<file path="src/rtl/tif_pkg.sv">
package tif_pkg;
  localparam int NSRC    = 5;
  localparam int NCMP    = 3;
  localparam int SRC_OVF = 0;
  localparam int SRC_CMA = 1;
  localparam int SRC_CMB = 2;
  localparam int SRC_CMC = 3;
  localparam int SRC_CAP = 4;

  // Byte position of each source's flag/enable bit.
  function automatic int unsigned src_bit(input int unsigned s);
    return (s == SRC_CAP) ? 5 : s;
  endfunction

  // Bits of the byte that carry state.
  function automatic logic [7:0] valid_bits();
    logic [7:0] v;
    v = '0;
    for (int s = 0; s < NSRC; s++) v[src_bit(s)] = 1'b1;
    return v;
  endfunction

  // Scatter per-source vector into byte positions.
  function automatic logic [7:0] to_byte(input logic [NSRC-1:0] v);
    logic [7:0] b;
    b = '0;
    for (int s = 0; s < NSRC; s++) b[src_bit(s)] = v[s];
    return b;
  endfunction

  // Gather byte positions into per-source vector.
  function automatic logic [NSRC-1:0] from_byte(input logic [7:0] b);
    logic [NSRC-1:0] v;
    for (int s = 0; s < NSRC; s++) v[s] = b[src_bit(s)];
    return v;
  endfunction
endpackage

</file>
<file path="src/rtl/tif_cmp_detect.sv">
module tif_cmp_detect #(
  parameter int CW  = 16,
  parameter int NCH = 3
) (
  input  logic                clk,
  input  logic                rst_n,
  input  logic                tick_en,
  input  logic [CW-1:0]       cnt_val,
  input  logic [NCH*CW-1:0]   cmp_flat,
  input  logic [NCH-1:0]      force_cmp,
  output logic [NCH-1:0]      hit_q
);
  for (genvar g = 0; g < NCH; g++) begin : g_ch
    logic eq;
    assign eq = tick_en && (cnt_val == cmp_flat[g*CW +: CW]) && !force_cmp[g];
    always_ff @(posedge clk or negedge rst_n) begin
      if (!rst_n) hit_q[g] <= 1'b0;
      else        hit_q[g] <= eq;
    end
  end
endmodule

</file>
<file path="src/rtl/tif_cap_sel.sv">
module tif_cap_sel #(
  parameter int CW = 16
) (
  input  logic          top_is_cap,
  input  logic          tick_en,
  input  logic [CW-1:0] cnt_val,
  input  logic [CW-1:0] cap_reg,
  input  logic          cap_event,
  output logic          cap_set
);
  logic at_top;
  assign at_top  = tick_en && (cnt_val == cap_reg);
  assign cap_set = top_is_cap ? at_top : cap_event;
endmodule

</file>
<file path="src/rtl/tif_flag_reg.sv">
module tif_flag_reg #(
  parameter int N = 5
) (
  input  logic         clk,
  input  logic         rst_n,
  input  logic [N-1:0] set_vec,
  input  logic [N-1:0] clr_vec,
  output logic [N-1:0] flag_vec
);
  for (genvar g = 0; g < N; g++) begin : g_bit
    always_ff @(posedge clk or negedge rst_n) begin
      if (!rst_n)          flag_vec[g] <= 1'b0;
      else if (set_vec[g]) flag_vec[g] <= 1'b1;
      else if (clr_vec[g]) flag_vec[g] <= 1'b0;
    end
  end
endmodule

</file>
<file path="src/rtl/tmr_irq_flags.sv">
module tmr_irq_flags
  import tif_pkg::*;
#(
  parameter int CW = 16
) (
  input  logic          clk,
  input  logic          rst_n,
  input  logic          tick_en,
  input  logic [CW-1:0] cnt_val,
  input  logic [CW-1:0] cmp_a,
  input  logic [CW-1:0] cmp_b,
  input  logic [CW-1:0] cmp_c,
  input  logic [CW-1:0] cap_reg,
  input  logic          top_is_cap,
  input  logic          ovf_pulse,
  input  logic          cap_event,
  input  logic [2:0]    force_cmp,
  input  logic          reg_wr,
  input  logic          reg_addr,
  input  logic [7:0]    reg_wdata,
  output logic [7:0]    reg_rdata,
  input  logic          gie,
  input  logic [4:0]    irq_ack,
  output logic [4:0]    irq
);
  localparam logic [7:0] VALID = valid_bits();

  logic [NCMP-1:0] cmp_hit;
  logic            cap_set;
  logic [NSRC-1:0] set_vec, clr_vec, w1c_vec, flag_vec, en_vec;
  logic [7:0]      flag_byte, en_byte;
  logic            wr_flags, wr_en;

  assign wr_flags = reg_wr && (reg_addr == 1'b0);
  assign wr_en    = reg_wr && (reg_addr == 1'b1);

  tif_cmp_detect #(.CW(CW), .NCH(NCMP)) u_cmp (
    .clk      (clk),
    .rst_n    (rst_n),
    .tick_en  (tick_en),
    .cnt_val  (cnt_val),
    .cmp_flat ({cmp_c, cmp_b, cmp_a}),
    .force_cmp(force_cmp),
    .hit_q    (cmp_hit)
  );

  tif_cap_sel #(.CW(CW)) u_cap (
    .top_is_cap(top_is_cap),
    .tick_en   (tick_en),
    .cnt_val   (cnt_val),
    .cap_reg   (cap_reg),
    .cap_event (cap_event),
    .cap_set   (cap_set)
  );

  assign set_vec = {cap_set, cmp_hit, ovf_pulse};
  assign w1c_vec = wr_flags ? from_byte(reg_wdata) : '0;
  assign clr_vec = irq_ack | w1c_vec;

  tif_flag_reg #(.N(NSRC)) u_flags (
    .clk     (clk),
    .rst_n   (rst_n),
    .set_vec (set_vec),
    .clr_vec (clr_vec),
    .flag_vec(flag_vec)
  );

  always_ff @(posedge clk or negedge rst_n) begin
    if (!rst_n)     en_vec <= '0;
    else if (wr_en) en_vec <= from_byte(reg_wdata);
  end

  assign flag_byte = to_byte(flag_vec) & VALID;
  assign en_byte   = to_byte(en_vec) & VALID;
  assign reg_rdata = reg_addr ? en_byte : flag_byte;
  assign irq       = gie ? (flag_vec & en_vec) : '0;
endmodule

</file>
<file path="config.mk">
export PLATFORM = sky130hd
export DESIGN_NAME = tmr_irq_flags
export DESIGN_NICKNAME = d
export VERILOG_FILES = /design/src/rtl/tif_pkg.sv /design/src/rtl/tif_cmp_detect.sv /design/src/rtl/tif_cap_sel.sv /design/src/rtl/tif_flag_reg.sv /design/src/rtl/tmr_irq_flags.sv
export SDC_FILE = /design/constraint.sdc
export NUM_CORES = 1
export LEC_CHECK = 0
export BUFFER_PORTS_ARGS = -buffer_cell sky130_fd_sc_hd__buf_2
export CAP_MARGIN = 20
export CELL_PAD_IN_SITES_DETAIL_PLACEMENT = 1
export CELL_PAD_IN_SITES_GLOBAL_PLACEMENT = 1
export CORE_ASPECT_RATIO = 0.7
export CORE_MARGIN = 5
export CORE_UTILIZATION = 26
export DETAILED_ROUTE_END_ITERATION = 10
export PLACE_DENSITY = 0.86
export SLEW_MARGIN = 20
export SYNTH_ARGS = -nofsm -noshare
export SYNTH_HDL_FRONTEND = slang
export SYNTH_HIERARCHICAL = 1
export SYNTH_SLANG_ARGS = --single-unit
</file>
<file path="constraint.sdc">
create_clock -name clk -period 1.1 [get_ports clk]
set_clock_uncertainty 0.05 [all_clocks]
set_input_delay 0.165 -clock clk [delete_from_list [all_inputs] [get_ports clk]]
set_output_delay 0.165 -clock clk [all_outputs]
set_load 0.05 [all_outputs]
</file>
; ---- After elaboration in Yosys (flattened, before gate mapping)
; Index checks and enable logic that the tools add are counted.
[totals]
reg_bits = 13
[classes]
n_mux = 14
bitwise_logic = 3
eq_ne = 4
n_reduce_logical = 17
[op_table]
columns = op, n
row1 = 16-bit == test, 4
row2 = 1-bit two-way mux, 11
row3 = 5-bit two-way mux, 2
row4 = 2-bit nonzero test, 5
row5 = 1-bit logical AND, 9
row6 = 6-bit two-way mux, 1
row7 = 5-bit bitwise AND, 1
row8 = 5-bit bitwise OR, 1
row9 = 1-bit logical NOT, 3
row10 = 1-bit inverter, 1

; ---- Longest topological paths before layout
; Gate-level depths: netlist of the first run.
[depth]
ltp_word = 6
ltp_mapped = 5
mapped_depth_nobuf = 5

; ---- Cells and area by module
; The synthesis of the first run kept the hierarchy.
[by_module_without_submodules]
columns = mod, cells_per_inst, area_per_inst_um2, n_inst
row1 = tif_cmp_detect, 69, 630.6, 1
row2 = tmr_irq_flags, 32, 382.9, 1
row3 = tif_cap_sel, 24, 191.4, 1
row4 = tif_flag_reg, 15, 181.4, 1

; ---- Worst setup path after synthesis of the first run
; No wires, ideal clock.
[synth_path]
path_kind = register -> output
start = register u_flags.flag_vec[0]
end = output port irq[0]
arrival_ns = 0.791
path_slack_ns = 0.094
stages_incl_launch_ff = 2
t_required_ns = 0.885
path_buffers = 0
path_cell_list = dfrtp_1 and3_1
[synth_via]
elab_chain_cells = 2
[synth_rtl]
columns = element, line_no
row1 = "start, declared", tif_flag_reg.sv:8  ; output logic [N-1:0] flag_vec
row2 = "start signal, assigned by index", tif_flag_reg.sv:12  ; if (!rst_n) flag_vec[g] <= 1'b0;
row3 = "start signal, assigned by index", tif_flag_reg.sv:13  ; else if (set_vec[g]) flag_vec[g] <= 1'b1;
row4 = "start signal, assigned by index", tif_flag_reg.sv:14  ; else if (clr_vec[g]) flag_vec[g] <= 1'b0;
row5 = 5-bit bitwise AND, tmr_irq_flags.sv:76  ; assign irq = gie ? (flag_vec & en_vec) : '0;
row6 = 5-bit two-way mux, tmr_irq_flags.sv:76
row7 = "end, declared", tmr_irq_flags.sv:24  ; output logic [4:0] irq
; Every way passes these cells.

; ---- Final worst setup path of the first run
[layout_path]
start = register u_flags.flag_vec[1]
end = output port reg_rdata[1]
[layout_via]
elab_chain_cells = 1
[layout_rtl]
columns = element, line_no
row1 = 6-bit two-way mux, tmr_irq_flags.sv:75  ; assign reg_rdata = reg_addr ? en_byte : flag_byte;
row2 = "end, declared", tmr_irq_flags.sv:21  ; output logic [7:0] reg_rdata,
; Every way passes these cells.

==> results of run 1 <==
## state kept, by name, indices dropped and copies added, names as in the netlist
signal	count
u_cmp/hit_q	3
en_vec	5
u_flags/flag_vec	5
## cells in the mapped netlist (all sizes together)
cell,n
nor2b,1
nand2,1
nor3,1
inv,6
nand3,1
buf,4
conb,1
a21o,10
nor3b,3
xnor2,1
dfrtp,13
nand4,4
mux2,10
xor2,63
nor4,15
o22ai,1
and3,5
## critical path: stages (launching register included)
cell	delay, ns
dfrtp_1	0.41
mux2_4	0.29
buf_8	0.15
## stage by stage
stage	std cells	area [um^2]
2_1_floorplan	142	1394
3_3_place_gp	335	2111
3_5_place_dp	335	2111
4_1_cts	346	2312
5_1_grt	348	2389
6_report	348	2389
## power groups by stage
stage / clock, mW / combinational (mW) / sequential (mW)
5_1_grt: 0.484 / 1.01 / 0.547
6_report: 0.438 / 0.942 / 0.541
2_1_floorplan: 0 / 0.410 / 0.536
4_1_cts: 0.464 / 0.890 / 0.534
3_5_place_dp: 0 / 0.780 / 0.547
3_3_place_gp: 0 / 0.755 / 0.542
## routing by layer
metal / global-route usage / vias up / wire (um)
met5: 0 / - / 0
met3: 0.05025 / 10 / 506
met2: 0.3089 / 85 / 3110
met4: 0.03533 / 0 / 99
met1: 0.1871 / 703 / 2284
li1: - / 750 / -
## final cells by class
class | count | area [um^2] | area share
Tap cell | 72 | 90.09 | 0.03772
Timing Repair Buffer | 134 | 822.0 | 0.3442
Sequential cell | 13 | 325.3 | 0.1362
Inverter | 6 | 22.52 | 0.009429
Multi-Input combinational cell | 119 | 1084 | 0.4536
Clock buffer | 4 | 45.04 | 0.01886
## logic make-up (layout without fill, tap and decap cells)
logic type                Yosys count  after routing  synth area share
and+or+nand+nor                    31             31            0.1597
AOI/OAI and AO/OA                  11             11           0.06317
xor gates and xnor gates           64             64            0.4043
DFF                                13             13            0.2347
muxes                              10             10           0.09476
buffers and inverters              10            144           0.04061
other                               1              3          0.002705
## worst paths after layout
| path | slack (ns) | endpoint | start | cells past startpoint |
|---|---|---|---|---|
| min in group asynchronous | 0.31 | en_vec[1] | rst_n | 2 |
| max | -0.21 | reg_rdata[1] | u_flags/flag_vec[1] | 2 |
| max reg2reg | 0.04 | en_vec[4] | en_vec[4] | 3 |
| min reg2reg | 0.39 | u_flags/flag_vec[3] | u_cmp/hit_q[2] | 1 |
| max in group asynchronous | 0.45 | en_vec[0] | rst_n | 2 |
| min | 0.06 | u_flags/flag_vec[0] | ovf_pulse | 2 |
## what timing repair did
item / 4_1_cts / 5_1_grt
hold buffers: 1 / 0
buffers inserted: 6 / 2
hold endpoints to repair: 13 / 0
resized for setup: 28 / 14
setup endpoints to repair: 12 / 12
pin swaps: 5 / 1
==> impl_metrics.xml, run 1 <==
<?xml version="1.0" encoding="UTF-8"?>
<metrics>
  <group name="timing">
    <metric name="maxSlewViolCount" unit="">0</metric>
    <metric name="achievable-frequency" unit="GHz">0.7616</metric>
    <metric name="period_share" unit="">1.194</metric>
    <metric name="final-setup-viol-count" unit="">11</metric>
    <metric name="fin_crit" unit="ns">1.313</metric>
    <metric name="whs" unit="ns">0.06249</metric>
    <metric name="setup_ws" unit="ns">-0.2130</metric>
    <metric name="hold_viol_final" unit="">0</metric>
    <metric name="rsz0062_at_grt" unit="">yes</metric>
    <metric name="totalNegativeSetupSlack" unit="ns">-1.623</metric>
  </group>
  <group name="run_status">
    <metric name="outcome" unit="">finished, violations left</metric>
    <metric name="failed_checks" unit="">negative setup slack</metric>
  </group>
  <group name="drt">
    <metric name="ant_nets" unit="">0</metric>
    <metric name="drcViolationCount" unit="">0</metric>
    <metric name="avgViaCountPerCell" unit="">4.448</metric>
    <metric name="drt_pre_antenna_iters" unit="">4</metric>
    <metric name="wl_per_cell" unit="um">17.24</metric>
    <metric name="drt_first_iter_violations" unit="">26</metric>
    <metric name="route.vias.total" unit="">1548</metric>
    <metric name="totalWireLength" unit="mm">6.001</metric>
  </group>
  <group name="pwr">
    <metric name="power.switching_fraction" unit="">0.3496</metric>
    <metric name="share_comb_of_total_power" unit="">0.490</metric>
    <metric name="totalPowerFinal" unit="mW">1.921</metric>
    <metric name="seq_power_share" unit="">0.282</metric>
    <metric name="clockPowerShare" unit="">0.228</metric>
    <metric name="internal_power" unit="mW">1.250</metric>
    <metric name="irDropWorstVdd" unit="mV">0.3631</metric>
    <metric name="leakagePower" unit="nW">1.302</metric>
    <metric name="powerDensity" unit="nW/um^2">804.4</metric>
    <metric name="netSwitchingPower" unit="mW">0.6718</metric>
  </group>
  <group name="clock_network">
    <metric name="max_buffers_root_to_sink" unit="">2</metric>
    <metric name="h_tree_lvls" unit="">1</metric>
    <metric name="insertion_delay" unit="ns">0.24</metric>
    <metric name="cts_tree" unit="">yes</metric>
    <metric name="cts_made_buffers" unit="">3</metric>
    <metric name="clock_sink_count" unit="">13</metric>
    <metric name="cts_root_buffer" unit="">clkbuf_8</metric>
    <metric name="clk_transition_reported_paths" unit="ns">0.06</metric>
  </group>
  <group name="hold_path">
    <metric name="worst_hold_path_type" unit="">input port to flop</metric>
  </group>
  <group name="critical_path">
    <metric name="worst_ep_arrival_time" unit="ns">1.10</metric>
    <metric name="cp_max_fo" unit="">3</metric>
    <metric name="worstSetupEndpointType" unit="">output port</metric>
    <metric name="startpoint_class_of_the_critical_path" unit="">flop</metric>
    <metric name="worst_ep_required_time" unit="ns">0.88</metric>
    <metric name="critPathKind" unit="">flop to output port</metric>
  </group>
  <group name="cells_and_area">
    <metric name="drive_gt1_frac" unit="">0.5833</metric>
    <metric name="flow.area_growth_from_synthesis" unit="%">72.29</metric>
    <metric name="num_antenna_cells" unit="">0</metric>
    <metric name="nFillCells" unit="">640</metric>
    <metric name="num-nets-final" unit="">382</metric>
    <metric name="post-route-util" unit="">0.4591</metric>
    <metric name="mostFrequentLayoutCell" unit="">buf_2</metric>
    <metric name="mostFrequentLayoutCells" unit="">buf_2, xor2_1, buf_4</metric>
  </group>
  <group name="global_route">
    <metric name="grtUsageTotal" unit="">0.1652</metric>
    <metric name="grt_max_degree" unit="">14</metric>
    <metric name="grt_pass1_wl" unit="mm">8.894</metric>
    <metric name="antenna_violations_before_repair" unit="">0</metric>
    <metric name="grt_overflow_total" unit="">0</metric>
    <metric name="first_global_vias" unit="">1728</metric>
  </group>
  <group name="synth">
    <metric name="post_synth_num_cell_types" unit="">20</metric>
    <metric name="syn-instance-count" unit="">140</metric>
    <metric name="post-synth-top-area-cell" unit="">xor2_1</metric>
    <metric name="synthesis.yosys.warnings" unit="">6</metric>
    <metric name="synth.ff_latch_count" unit="">13</metric>
    <metric name="synth_sequential_area_ratio" unit="">0.2347</metric>
    <metric name="synth_top_cells_by_area" unit="">xor2_1, dfrtp_1, a21o_1</metric>
    <metric name="synth_top_area_frac" unit="">0.3980</metric>
    <metric name="mappedNetlistArea" unit="um^2">1386</metric>
    <metric name="postSynthAreaPerCell" unit="um^2">9.902</metric>
  </group>
  <group name="placed_design">
    <metric name="place_worst_setup_slack" unit="ns">-0.3797</metric>
    <metric name="gpl.final_weighted_congestion" unit="">0.8008</metric>
    <metric name="io_buffer_count" unit="">111</metric>
    <metric name="hpwl" unit="mm">5.089</metric>
  </group>
  <group name="die">
    <metric name="die_width" unit="um">97.28</metric>
    <metric name="pin_count" unit="">118</metric>
    <metric name="die_y" unit="um">71.10</metric>
    <metric name="core_area" unit="um^2">5202</metric>
    <metric name="area_of_the_die" unit="um^2">6916</metric>
    <metric name="core.rowCount" unit="">22</metric>
    <metric name="floorplan.initialDensity" unit="">0.2665</metric>
  </group>
  <group name="flow_run">
    <metric name="timing.max_cap.violations" unit="">0</metric>
  </group>
</metrics>
(Power assumes the default switching activity.)
==> run 2: changes to the inputs <==
--- a/config.mk
+++ b/config.mk
@@ -13,7 +13,7 @@
 export CORE_MARGIN = 5
 export CORE_UTILIZATION = 26
 export DETAILED_ROUTE_END_ITERATION = 10
-export PLACE_DENSITY = 0.86
+export PLACE_DENSITY = 0.77
 export SLEW_MARGIN = 20
 export SYNTH_ARGS = -nofsm -noshare
 export SYNTH_HDL_FRONTEND = slang
==> impl_metrics.xml, run 2 (synthesis gave the netlist of run 1 again) <==
<?xml version="1.0" encoding="UTF-8"?>
<metrics>
  <group name="placed_design">
    <metric name="hpwl" unit="mm">4.946</metric>
    <metric name="dpl.cell_count" unit="">339</metric>
    <metric name="gpl.final_weighted_congestion" unit="">0.7981</metric>
    <metric name="io_buffer_count" unit="">111</metric>
    <metric name="postPlaceCellArea" unit="um^2">2153</metric>
  </group>
  <group name="clock_network">
    <metric name="clock_sink_count" unit="">13</metric>
    <metric name="cts_tree" unit="">yes</metric>
    <metric name="cts_root_buffer" unit="">clkbuf_8</metric>
    <metric name="cts_made_buffers" unit="">3</metric>
    <metric name="h_tree_lvls" unit="">1</metric>
    <metric name="clk_transition_reported_paths" unit="ns">0.06</metric>
    <metric name="max_buffers_root_to_sink" unit="">2</metric>
    <metric name="insertion_delay" unit="ns">0.24</metric>
  </group>
  <group name="critical_path">
    <metric name="cp_max_fo" unit="">3</metric>
    <metric name="worst_ep_required_time" unit="ns">0.88</metric>
    <metric name="path_cells" unit="">mux2_4 &gt; buf_8</metric>
    <metric name="startpoint_class_of_the_critical_path" unit="">flop</metric>
    <metric name="cell_family_with_the_largest_share_of_critical_path_delay" unit="">flip-flops</metric>
    <metric name="crit_path_top_delay_cell" unit="">dfrtp_1</metric>
    <metric name="worstSetupEndpointType" unit="">output port</metric>
    <metric name="worst_ep_arrival_time" unit="ns">1.09</metric>
    <metric name="worst-path-buf-inv" unit="">1</metric>
    <metric name="crit_path_max_incr_delay" unit="ns">0.41</metric>
    <metric name="critPathKind" unit="">flop to output port</metric>
  </group>
  <group name="global_route">
    <metric name="grt_max_degree" unit="">14</metric>
    <metric name="antenna_violations_before_repair" unit="">0</metric>
    <metric name="grtUsageTotal" unit="">0.1603</metric>
    <metric name="grt_pass1_wl" unit="mm">8.728</metric>
    <metric name="first_global_vias" unit="">1780</metric>
    <metric name="grt_overflow_total" unit="">0</metric>
  </group>
  <group name="drt">
    <metric name="totalWireLength" unit="mm">5.709</metric>
    <metric name="wl_per_cell" unit="um">16.36</metric>
    <metric name="drt_first_iter_violations" unit="">17</metric>
    <metric name="drt_pre_antenna_iters" unit="">4</metric>
    <metric name="route.vias.total" unit="">1536</metric>
    <metric name="drcViolationCount" unit="">0</metric>
    <metric name="avgViaCountPerCell" unit="">4.401</metric>
    <metric name="ant_nets" unit="">0</metric>
  </group>
  <group name="die">
    <metric name="floorplan.initialDensity" unit="">0.2665</metric>
    <metric name="core_area" unit="um^2">5202</metric>
    <metric name="die_width" unit="um">97.28</metric>
    <metric name="area_of_the_die" unit="um^2">6916</metric>
    <metric name="die_y" unit="um">71.10</metric>
    <metric name="pin_count" unit="">118</metric>
    <metric name="core.rowCount" unit="">22</metric>
  </group>
  <group name="pwr">
    <metric name="powerDensity" unit="nW/um^2">780.0</metric>
    <metric name="irDropWorstVdd" unit="mV">0.2891</metric>
    <metric name="internal_power" unit="mW">1.238</metric>
    <metric name="totalPowerFinal" unit="mW">1.903</metric>
    <metric name="clockPowerShare" unit="">0.230</metric>
    <metric name="leakagePower" unit="nW">1.315</metric>
    <metric name="seq_power_share" unit="">0.284</metric>
    <metric name="share_comb_of_total_power" unit="">0.487</metric>
    <metric name="power.switching_fraction" unit="">0.3495</metric>
    <metric name="netSwitchingPower" unit="mW">0.6650</metric>
  </group>
  <group name="cells_and_area">
    <metric name="final_cells" unit="">349</metric>
    <metric name="mostFrequentLayoutCells" unit="">buf_2, xor2_1, buf_4</metric>
    <metric name="reg.largest.list" unit="">en_vec: 5 flops, u_flags/flag_vec: 5 flops, u_cmp/hit_q: 3 flops</metric>
    <metric name="num-nets-final" unit="">383</metric>
    <metric name="finish.instance_area" unit="um^2">2440</metric>
    <metric name="mostFrequentLayoutCell" unit="">buf_2</metric>
    <metric name="register_area" unit="um^2">325.3</metric>
    <metric name="num_antenna_cells" unit="">0</metric>
    <metric name="area_used_by_multi_input_combinational_logic" unit="um^2">1100</metric>
    <metric name="post-route-util" unit="">0.4690</metric>
    <metric name="flow.area_growth_from_synthesis" unit="%">75.99</metric>
    <metric name="nFillCells" unit="">618</metric>
    <metric name="drive_gt1_frac" unit="">0.5957</metric>
  </group>
  <group name="timing">
    <metric name="final-setup-viol-count" unit="">10</metric>
    <metric name="maxSlewViolCount" unit="">0</metric>
    <metric name="rsz0062_at_grt" unit="">yes</metric>
    <metric name="period_share" unit="">1.190</metric>
    <metric name="setup_ws" unit="ns">-0.2092</metric>
    <metric name="fin_crit" unit="ns">1.309</metric>
    <metric name="achievable-frequency" unit="GHz">0.7638</metric>
    <metric name="hold_viol_final" unit="">0</metric>
    <metric name="totalNegativeSetupSlack" unit="ns">-1.392</metric>
  </group>
  <group name="run_status">
    <metric name="outcome" unit="">finished, violations left</metric>
    <metric name="failed_checks" unit="">negative setup slack</metric>
  </group>
  <group name="hold_path">
    <metric name="worst_hold_path_type" unit="">input port to flop</metric>
  </group>
  <group name="flow_run">
    <metric name="timing.max_cap.violations" unit="">0</metric>
  </group>
</metrics>
## run 2: cell count changes in the layout (fill, tap and decap cells not counted), sizes merged
| cell | previous run | this run |
|---|---|---|
| buf | 133 | 134 |
## run 2: metrics by stage
step / setup WS [ns] / hold WS, ns
after detailed placement: -0.3478 / 0.03433
after global placement: -0.3455 / 0.03310
final: -0.2092 / 0.06081
after CTS: -0.2166 / 0.05307
after floorplan: 0.09395 / -0.1806
after global routing: -0.2532 / 0.04418
## run 2: area by class of cell
cell class	instances	area share
Multi-Input combinational cell	119	0.4508
Clock buffer	4	0.01846
Tap cell	72	0.03692
Sequential cell	13	0.1333
Inverter	6	0.009231
Timing Repair Buffer	135	0.3513
## run 2: routing by layer
layer,wire (um),track usage,part of all wire
met2,2960,0.3127,0.52
met3,523,0.05616,0.092
met1,2214,0.1729,0.39
met5,0,0,0
met4,10,0.01843,0.0018
## run 2: power groups by stage
stage / clock network [mW] / registers, mW / logic, mW
final: 0.437 / 0.540 / 0.926
after global routing: 0.489 / 0.545 / 0.995
after CTS: 0.460 / 0.538 / 0.908
after detailed placement: 0 / 0.544 / 0.797
after global placement: 0 / 0.541 / 0.778
after floorplan: 0 / 0.536 / 0.410
## run 2: final timing paths
| kind | slack, ns | cells after the start | startpoint | to |
|---|---|---|---|---|
| max reg2reg | 0.16 | 2 | en_vec[1] | en_vec[1] |
| min in group asynchronous | 0.31 | 2 | rst_n | en_vec[2] |
| min | 0.06 | 2 | ovf_pulse | u_flags/flag_vec[0] |
| min reg2reg | 0.38 | 1 | u_cmp/hit_q[1] | u_flags/flag_vec[2] |
| max in group asynchronous | 0.44 | 2 | rst_n | u_cmp/hit_q[2] |
| max | -0.21 | 2 | u_flags/flag_vec[4] | reg_rdata[5] |
## run 2: repair_timing
action,CTS,global route
endpoints found under the hold margin,13,0
setup endpoints to repair,13,14
gates resized for setup,40,9
pin swaps,5,7
setup buffers,4,1
hold buffers,1,0
